**config.mk**
```make
export PLATFORM = sky130hd
export DESIGN_NAME = card_stat_irq
export DESIGN_NICKNAME = d
export VERILOG_FILES = /design/src/rtl/card_stat_pkg.sv /design/src/rtl/cd_track.sv /design/src/rtl/ctrl_regs.sv /design/src/rtl/stat_core.sv /design/src/rtl/card_stat_irq.sv
export SDC_FILE = /design/constraint.sdc
export NUM_CORES = 1
export LEC_CHECK = 0
export BUFFER_PORTS_ARGS = -buffer_cell sky130_fd_sc_hd__buf_4
export CORE_ASPECT_RATIO = 1.25
export CORE_MARGIN = 3
export CORE_UTILIZATION = 50
export DETAILED_ROUTE_END_ITERATION = 6
export PLACE_DENSITY = 0.75
export SLEW_MARGIN = 15
export SYNTH_ARGS = -nofsm -noshare
export SYNTH_HDL_FRONTEND = slang
export SYNTH_SLANG_ARGS = --single-unit
```
**constraint.sdc**
```tcl
create_clock -name clk -period 2.8 [get_ports clk]
set_input_delay 0.84 -clock clk [delete_from_list [all_inputs] [get_ports clk]]
set_output_delay 0.84 -clock clk [all_outputs]
set_load 0.03 [all_outputs]
```
**src/rtl/card_stat_pkg.sv**
```systemverilog
package card_stat_pkg;
  localparam int STAT_W = 16;

  // register word addresses
  localparam int A_CTRL = 0;
  localparam int A_STAT = 1;
  localparam int A_MASK = 2;
  localparam int A_BUF  = 3;
  localparam int A_SYS  = 4;

  // bit positions software decodes
  localparam int CTRL_EN_BIT = 11;
  localparam int SYS_RST_BIT = 2;
  localparam int ST_CARD_IN  = 1;

  // status bits that event strobes may set
  localparam logic [STAT_W-1:0] EV_SETTABLE = 16'h5C89;
  localparam logic [STAT_W-1:0] MASK_KEEP   = 16'h7FFF;
  localparam logic [STAT_W-1:0] BUF_KEEP    = 16'h9F9F;
  localparam logic [STAT_W-1:0] BUF_RST     = 16'h1F00;
endpackage

```
**src/rtl/cd_track.sv**
```systemverilog
module cd_track #(
  parameter int SYNC_STAGES = 2
) (
  input  logic clk,
  input  logic rst_n,
  input  logic cd_in,
  output logic cd_level,
  output logic cd_rise
);
  logic [SYNC_STAGES-1:0] sync_q;
  logic                   level_q;

  always_ff @(posedge clk or negedge rst_n) begin
    if (!rst_n) begin
      sync_q  <= '0;
      level_q <= 1'b0;
    end else begin
      sync_q  <= {sync_q[SYNC_STAGES-2:0], cd_in};
      level_q <= sync_q[SYNC_STAGES-1];
    end
  end

  assign cd_rise  = sync_q[SYNC_STAGES-1] & ~level_q;
  assign cd_level = level_q;
endmodule

```
**src/rtl/ctrl_regs.sv**
```systemverilog
module ctrl_regs
  import card_stat_pkg::*;
#(
  parameter int ADDR_W = 3
) (
  input  logic              clk,
  input  logic              rst_n,
  input  logic              reg_wr,
  input  logic [ADDR_W-1:0] reg_addr,
  input  logic [STAT_W-1:0] reg_wdata,
  output logic              enable,
  output logic [STAT_W-1:0] buf_cfg,
  output logic              soft_rst
);
  logic wr_ctrl, wr_sys, wr_buf;

  assign wr_ctrl  = reg_wr && (reg_addr == ADDR_W'(A_CTRL));
  assign wr_sys   = reg_wr && (reg_addr == ADDR_W'(A_SYS));
  assign wr_buf   = reg_wr && (reg_addr == ADDR_W'(A_BUF));
  assign soft_rst = (wr_ctrl && !reg_wdata[CTRL_EN_BIT]) ||
                    (wr_sys && reg_wdata[SYS_RST_BIT]);

  always_ff @(posedge clk or negedge rst_n) begin
    if (!rst_n) begin
      enable  <= 1'b0;
      buf_cfg <= BUF_RST;
    end else begin
      if (wr_ctrl)       enable <= reg_wdata[CTRL_EN_BIT];
      else if (soft_rst) enable <= 1'b0;
      if (soft_rst)      buf_cfg <= BUF_RST;
      else if (wr_buf)   buf_cfg <= reg_wdata & BUF_KEEP;
    end
  end
endmodule

```
**src/rtl/stat_core.sv**
```systemverilog
module stat_core
  import card_stat_pkg::*;
#(
  parameter int ADDR_W = 3
) (
  input  logic              clk,
  input  logic              rst_n,
  input  logic              soft_rst,
  input  logic              reg_wr,
  input  logic [ADDR_W-1:0] reg_addr,
  input  logic [STAT_W-1:0] reg_wdata,
  input  logic [STAT_W-1:0] ev_set,
  input  logic              cd_rise,
  output logic [STAT_W-1:0] stat_q,
  output logic [STAT_W-1:0] mask_q,
  output logic              irq
);
  logic [STAT_W-1:0] set_v, clr_v, stat_d;

  always_comb begin
    set_v = ev_set & EV_SETTABLE;
    set_v[ST_CARD_IN] = set_v[ST_CARD_IN] | cd_rise;
    clr_v = (reg_wr && reg_addr == ADDR_W'(A_STAT)) ? reg_wdata : '0;
    // set has priority over clear
    stat_d = soft_rst ? '0 : ((stat_q & ~clr_v) | set_v);
  end

  always_ff @(posedge clk or negedge rst_n) begin
    if (!rst_n) begin
      stat_q <= '0;
      mask_q <= '0;
      irq    <= 1'b0;
    end else begin
      stat_q <= stat_d;
      if (soft_rst)
        mask_q <= '0;
      else if (reg_wr && reg_addr == ADDR_W'(A_MASK))
        mask_q <= reg_wdata & MASK_KEEP;
      irq <= |(stat_q & mask_q);
    end
  end
endmodule

```
**src/rtl/card_stat_irq.sv**
```systemverilog
module card_stat_irq
  import card_stat_pkg::*;
#(
  parameter int ADDR_W      = 3,
  parameter int SYNC_STAGES = 2
) (
  input  logic              clk,
  input  logic              rst_n,
  input  logic              reg_wr,
  input  logic [ADDR_W-1:0] reg_addr,
  input  logic [15:0]       reg_wdata,
  output logic [15:0]       reg_rdata,
  input  logic [15:0]       ev_set,
  input  logic              cd_in,
  output logic              cover_out,
  output logic              irq
);
  logic              cd_rise, enable, soft_rst;
  logic [STAT_W-1:0] buf_cfg, stat_q, mask_q;

  cd_track #(.SYNC_STAGES(SYNC_STAGES)) u_cd (
    .clk(clk), .rst_n(rst_n), .cd_in(cd_in),
    .cd_level(cover_out), .cd_rise(cd_rise)
  );

  ctrl_regs #(.ADDR_W(ADDR_W)) u_ctrl (
    .clk(clk), .rst_n(rst_n), .reg_wr(reg_wr), .reg_addr(reg_addr),
    .reg_wdata(reg_wdata), .enable(enable), .buf_cfg(buf_cfg),
    .soft_rst(soft_rst)
  );

  stat_core #(.ADDR_W(ADDR_W)) u_stat (
    .clk(clk), .rst_n(rst_n), .soft_rst(soft_rst), .reg_wr(reg_wr),
    .reg_addr(reg_addr), .reg_wdata(reg_wdata), .ev_set(ev_set),
    .cd_rise(cd_rise), .stat_q(stat_q), .mask_q(mask_q), .irq(irq)
  );

  always_comb begin
    reg_rdata = '0;
    case (reg_addr)
      ADDR_W'(A_CTRL): reg_rdata[CTRL_EN_BIT] = enable;
      ADDR_W'(A_STAT): reg_rdata = stat_q;
      ADDR_W'(A_MASK): reg_rdata = mask_q;
      ADDR_W'(A_BUF):  reg_rdata = buf_cfg;
      default:         reg_rdata = '0;
    endcase
  end
endmodule

```
==> metrics, run 1 <==
Power per Cell Area 549 nW/µm²; Final Net Count 334; vias per cell 5.65; yosys synthesis warning count 0; Rel. slew slack 60.6%; Crit. End Element primary output; global placer's final weighted congestion 0.797; area growth from synthesis to layout 18.9%; Routed wire per std cell 16.8 µm; depth of the CTS H-tree 2; fraction of the cycle the final worst path needs 95.2%; starting density of the core 53.5%; FP Rows 27; all-layer global routing usage 22.8%; area of combinational cells with multiple inputs 1070 µm²; post-cts sizing count 0; top-level port count 57; total detailed-routing wirelength 5950 µm; # setup viols final 0; crit path max-delay cell type sky130_fd_sc_hd__mux4_2; number of hold-slack violations in the final timing report 0; floorplan die height 83.8 µm; total of buffers placed on input and output ports 47; area occupied by registers 1210 µm²; buffers and inverters on the worst path 2; top-area cell type share of the netlist area 44.5%; class of the most critical setup path primary input to primary output; Avg Inst Size Synth 9.72 µm²; ys flop type sky130_fd_sc_hd__dfrtp_1; flip-flop and latch count after synthesis 48; half-perimeter wire length of the detailed placement result 4080 µm; Cell variety after synth 36; Startpoint Class primary input; number of design-rule violations left by the first detailed-router iteration 94; net count of the mapped netlist 288; cell mode on critical path sky130_fd_sc_hd__buf_4; maximum number of pins on one net before global-route repair 49; die width 68.2 µm; number of antenna violations at the first check in global routing 0; number of maximum-capacitance violations 0; clock network latency to the later pin of the worst-skew pair 300 ps; most frequent cell after synthesis sky130_fd_sc_hd__nand2_1; Die Area 5720 µm²; largest delay contributor family on the critical path multiplexers; skew final 8.16 ps; number of global-route vias before repair 2038; required time reported for the critical path endpoint 1960 ps; series of cell instances along the critical path buf_4 > mux4_2 > nor2b_1 > buf_4; slew at the pin closest to its max-slew limit 591 ps; unrepaired setup endpoints after global routing false; number of buffers inserted during clock tree synthesis 5; detailed-router iteration count before antenna repair 4; standby leakage power 1.33 nW; CTS Sinks 48; largest voltage drop on the vdd net 0.000328 V; CTS Hold Bufs 0; buffers inserted during post-CTS setup optimization 0; DRC violations left 0; first-pass GRT wire length 9740 µm; Max Buffers Root-to-Sink 2; biggest area contributors in the synthesized netlist sky130_fd_sc_hd__dfrtp_1 44%, sky130_fd_sc_hd__nand2_1 9.0%, sky130_fd_sc_hd__a22oi_1 5.6%; combined area of all synthesized cells 2420 µm²; Clock Pin Slew Worst Setup and Hold Paths 90 ps; total vias in the final route 1999; biggest cell delay along the critical path 500 ps; Total Power Consumption 0.00158 W; CP Data Arrival Time 1820 ps; ratio of cells with drive above 1 in the final layout 28.0%; sequential area share after synthesis 49.9%; utilization after layout 63.6%; upper clock frequency limit 375 MHz; most frequent cells after synthesis 58 x sky130_fd_sc_hd__nand2_1, 43 x sky130_fd_sc_hd__dfrtp_1, 25 x sky130_fd_sc_hd__a21oi_1, 18 x sky130_fd_sc_hd__a22oi_1, 15 x sky130_fd_sc_hd__nor2_1; clock period minus worst slack 2660 ps; count of mapped cells out of synthesis 249; area of the core 4530 µm²; root buffer selected by CTS sky130_fd_sc_hd__clkbuf_8; Fillers 399; class of the worst hold path flip-flop to flip-flop; top fanout value on the critical path 10; outcome finished, final reports clean; number of antenna-violating nets in the routed design 0; final sum of negative setup slack 0 ps; CTS tree done; Post-synth ARST share 100%; Pins Over Slew Limit 0; number of flops mapped to enable cells by yosys 0; number of inserted diodes 0; Synth area leader sky130_fd_sc_hd__dfrtp_1; overflow left after global routing 0
## power by group
group          internal [W]  switching (W)
registers          0.000785      0.0000514
clock network      0.000175       0.000229
logic              0.000158       0.000180
total               0.00112       0.000461
## logic make-up after synthesis
group	share of synthesized area [%]
compound gates	18.6
buf+inv	5.74
flops	49.9
mux	6.00
simple gates	19.8
## cell usage in the layout, fill, tap and decap left out, types with 2 or more instances in the layout
master                       n
sky130_fd_sc_hd__a21boi_0    4
sky130_fd_sc_hd__a21oi_1    25
sky130_fd_sc_hd__a221oi_1    2
sky130_fd_sc_hd__a22oi_1    18
sky130_fd_sc_hd__and3_1      9
sky130_fd_sc_hd__and4bb_2    2
sky130_fd_sc_hd__buf_4      53
sky130_fd_sc_hd__clkbuf_8    5
sky130_fd_sc_hd__dfrtp_1    43
sky130_fd_sc_hd__dfstp_2     5
sky130_fd_sc_hd__inv_1       8
sky130_fd_sc_hd__mux2_2     10
sky130_fd_sc_hd__nand2_1    58
sky130_fd_sc_hd__nand2b_1    2
sky130_fd_sc_hd__nand3_1     2
sky130_fd_sc_hd__nand4bb_1   2
sky130_fd_sc_hd__nor2_1     15
sky130_fd_sc_hd__nor2b_1     3
sky130_fd_sc_hd__nor3b_1     2
sky130_fd_sc_hd__o211ai_1    3
sky130_fd_sc_hd__o21a_1      5
sky130_fd_sc_hd__o21ai_0     4
## layout make-up
cell class,instances,area share (%)
clock inverters,2,0.435
repair buffers,54,14.2
clock buffers,6,2.52
multi-input cells,178,37.3
flip-flops and latches,48,42.0
well taps,58,2.52
inverters,8,1.04
## registers in the layout, summed over array words and instances (netlist names)
name,cells
u_cd.sync_q,2
u_cd.cd_level,1
u_stat.mask_q,15
u_ctrl.enable,1
u_ctrl.buf_cfg,12
u_stat.irq,1
u_stat.stat_q,16
## worst paths after layout
path                              startpoint           endpoint  slack [ps]  cells past startpoint
setup reg to reg           u_stat.stat_q[13]         u_stat.irq        1560                      3
setup / recovery                 reg_addr[1]      reg_rdata[11]         140                      4
hold / removal                u_cd.sync_q[0]     u_cd.sync_q[1]         360                      0
max in group asynchronous              rst_n  u_ctrl.buf_cfg[2]        1860                      1
min in group asynchronous              rst_n     u_cd.sync_q[0]         520                      1
hold reg to reg               u_cd.sync_q[0]     u_cd.sync_q[1]         360                      0
## layer usage
| metal | track usage [%] | wire length (µm) | share of wire [%] | up-vias |
|---|---|---|---|---|
| met5 | 0 | 0 | 0 | - |
| met4 | 10.1 | 136 | 2.3 | 0 |
| met3 | 5.12 | 333 | 5.6 | 13 |
| met2 | 36.8 | 3010 | 51 | 58 |
| met1 | 28.4 | 2460 | 41 | 968 |
| li1 | - | - | - | 960 |
## worst register-to-register path: cells and delay by family (launching register included)
kind             cells  cell delay (ps)
flip-flops           1              400
AND/OR/NAND/NOR      2              320
AO/OA/AOI/OAI        1              400
## stage by stage
| step | worst slack [ps] | instance area [µm²] | cells | hold slack (ps) |
|---|---|---|---|---|
| finish | 135 | 2880 | 354 | 356 |
| CTS | 67.4 | 2870 | 354 | 358 |
| global route | 49.9 | 2880 | 354 | 373 |
| detailed placement | 67.7 | 2790 | 346 | 338 |
| floorplan | 19.2 | 2420 | 249 | 331 |
| global placement | 79.2 | 2790 | 346 | 335 |
(Power assumes the default switching activity.)
==> run 2, diff against run 1 <==
--- a/config.mk
+++ b/config.mk
@@ -6,7 +6,7 @@
 export NUM_CORES = 1
 export LEC_CHECK = 0
 export BUFFER_PORTS_ARGS = -buffer_cell sky130_fd_sc_hd__buf_4
-export CORE_ASPECT_RATIO = 1.25
+export CORE_ASPECT_RATIO = 0.7
 export CORE_MARGIN = 3
 export CORE_UTILIZATION = 50
 export DETAILED_ROUTE_END_ITERATION = 6
==> run 2 against run 1 <==
  * Wire length rose by 3.2%
  * Die area rose by 0.14%
  * Maximum frequency fell by 0.76%
  * Critical path type unchanged
  * Critical endpoint is now reg_rdata[12]
==> metrics, run 2 (synthesis gave the netlist of run 1 again) <==
total of buffers placed on input and output ports 47; slack of the worst reg-to-reg path 1550 ps; total detailed-routing wirelength 6140 µm; skew final 3.21 ps; overflow left after global routing 0; class of the most critical setup path primary input to primary output; maximum number of pins on one net before global-route repair 49; slew at the pin closest to its max-slew limit 626 ps; DRC violations left 0; Fillers 402; global placer's final weighted congestion 0.814; number of global-route vias before repair 2006; Crit. End Element primary output; Routed wire per std cell 17.5 µm; biggest cell delay along the critical path 210 ps; standby leakage power 1.33 nW; CTS tree done; area of combinational cells with multiple inputs 1080 µm²; floorplan die height 64.2 µm; utilization after layout 63.8%; class of the worst hold path flip-flop to flip-flop; final sum of negative setup slack 0 ps; top-level port count 57; Power per Cell Area 551 nW/µm²; Pins Over Slew Limit 0; depth of the CTS H-tree 2; buffers inserted during post-CTS setup optimization 0; Most flops, register u_stat.stat_q; number of design-rule violations left by the first detailed-router iteration 182; vias per cell 5.75; CTS Sinks 48; Rel. slew slack 58.2%; number of hold-slack violations in the final timing report 0; biggest regs u_stat.stat_q (16), u_stat.mask_q (15), u_ctrl.buf_cfg (12); most common cell after layout, fill and taps aside sky130_fd_sc_hd__nand2_1; number of inserted diodes 0; top fanout value on the critical path 14; clock network latency to the later pin of the worst-skew pair 300 ps; starting density of the core 53.7%; fraction of the cycle the final worst path needs 95.9%; top library cells by usage in the layout, fill and taps aside 58 x sky130_fd_sc_hd__nand2_1, 55 x sky130_fd_sc_hd__buf_4, 43 x sky130_fd_sc_hd__dfrtp_1; # setup viols final 0; series of cell instances along the critical path buf_4 > nor2b_2 > buf_4 > a22oi_1 > nor2_1 > buf_4; Startpoint Class primary input; half-perimeter wire length of the detailed placement result 4180 µm; Final Net Count 335; number of buffers inserted during clock tree synthesis 5; required time reported for the critical path endpoint 1960 ps; first-pass GRT wire length 10000 µm; crit path max-delay cell type sky130_fd_sc_hd__buf_4; number of antenna violations at the first check in global routing 0; all-layer global routing usage 23.1%; largest voltage drop on the vdd net 0.000331 V; ratio of cells with drive above 1 in the final layout 28.4%; cell mode on critical path sky130_fd_sc_hd__buf_4; number of flip-flops under the largest register name 16; number of maximum-capacitance violations 0; Clock Pin Slew Worst Setup and Hold Paths 80 ps; CP Data Arrival Time 1850 ps; FP Rows 20; Max Buffers Root-to-Sink 2; number of antenna-violating nets in the routed design 0; unrepaired setup endpoints after global routing false; area occupied by registers 1210 µm²; area of the core 4500 µm²; outcome finished, final reports clean; detailed-router iteration count before antenna repair 4; die width 89.2 µm; area growth from synthesis to layout 18.7%; clock period minus worst slack 2690 ps; Die Area 5720 µm²; root buffer selected by CTS sky130_fd_sc_hd__clkbuf_8; upper clock frequency limit 372 MHz; total vias in the final route 2020
==> run 2: changes by cell type in the layout (fill, tap and decap cells not counted), sizes merged <==
cell      before  now
buf           54   55
clkinvlp       1    0
==> run 2: final cells by class <==
class,instances,share of cell area (%)
clock inverters,1,0.174
flip-flops and latches,48,42.0
multi-input cells,178,37.5
well taps,55,2.40
clock buffers,6,2.53
inverters,8,1.05
repair buffers,55,14.4
==> run 2: per-layer routing <==
layer | vias to the layer above | wire length [µm] | track usage [%]
li1 | 961 | - | -
met1 | 985 | 2920 | 33.4
met2 | 68 | 2770 | 34.7
met3 | 6 | 404 | 6.06
met4 | 0 | 49 | 5.02
met5 | - | 0 | 0
==> run 2: report_power, final <==
part / switching [W] / leakage [nW] / internal, W / total [W]
Clock: 0.000232 / 0.0410 / 0.000170 / 0.000402
Combinational: 0.000182 / 0.701 / 0.000159 / 0.000341
Sequential: 0.0000528 / 0.588 / 0.000785 / 0.000838
Total: 0.000467 / 1.33 / 0.00112 / 0.00158
==> run 2: final timing paths <==
check	start	endpoint	cells past startpoint
max	reg_addr[0]	reg_rdata[12]	6
min	u_cd.sync_q[0]	u_cd.sync_q[1]	0
max reg2reg	u_stat.stat_q[14]	u_stat.irq	3
min reg2reg	u_cd.sync_q[0]	u_cd.sync_q[1]	0
max in group asynchronous	rst_n	u_cd.sync_q[1]	1
min in group asynchronous	rst_n	u_ctrl.buf_cfg[2]	1
==> run 2: critical path: cells and delay by family <==
family | cells | cell delay, ps
AOI/OAI and AO/OA | 1 | 100
buffers and inverters | 3 | 570
and+or+nand+nor | 2 | 330
==> run 2: timing repair <==
item                       CTS  global route
setup endpoints to repair    0             1
gates resized for setup      0             1
hold buffers                 0             0
==> run 2: through the flow <==
step	cells	total power [W]	cell area (µm²)	setup slack (ps)	hold slack [ps]
final	351	0.00158	2870	115	352
after global routing	351	0.00166	2870	31.6	375
after CTS	351	0.00158	2870	111	354
after detailed placement	344	0.00119	2790	117	335
after global placement	344	0.00118	2790	136	332
after floorplan	249	0.00106	2420	19.2	331
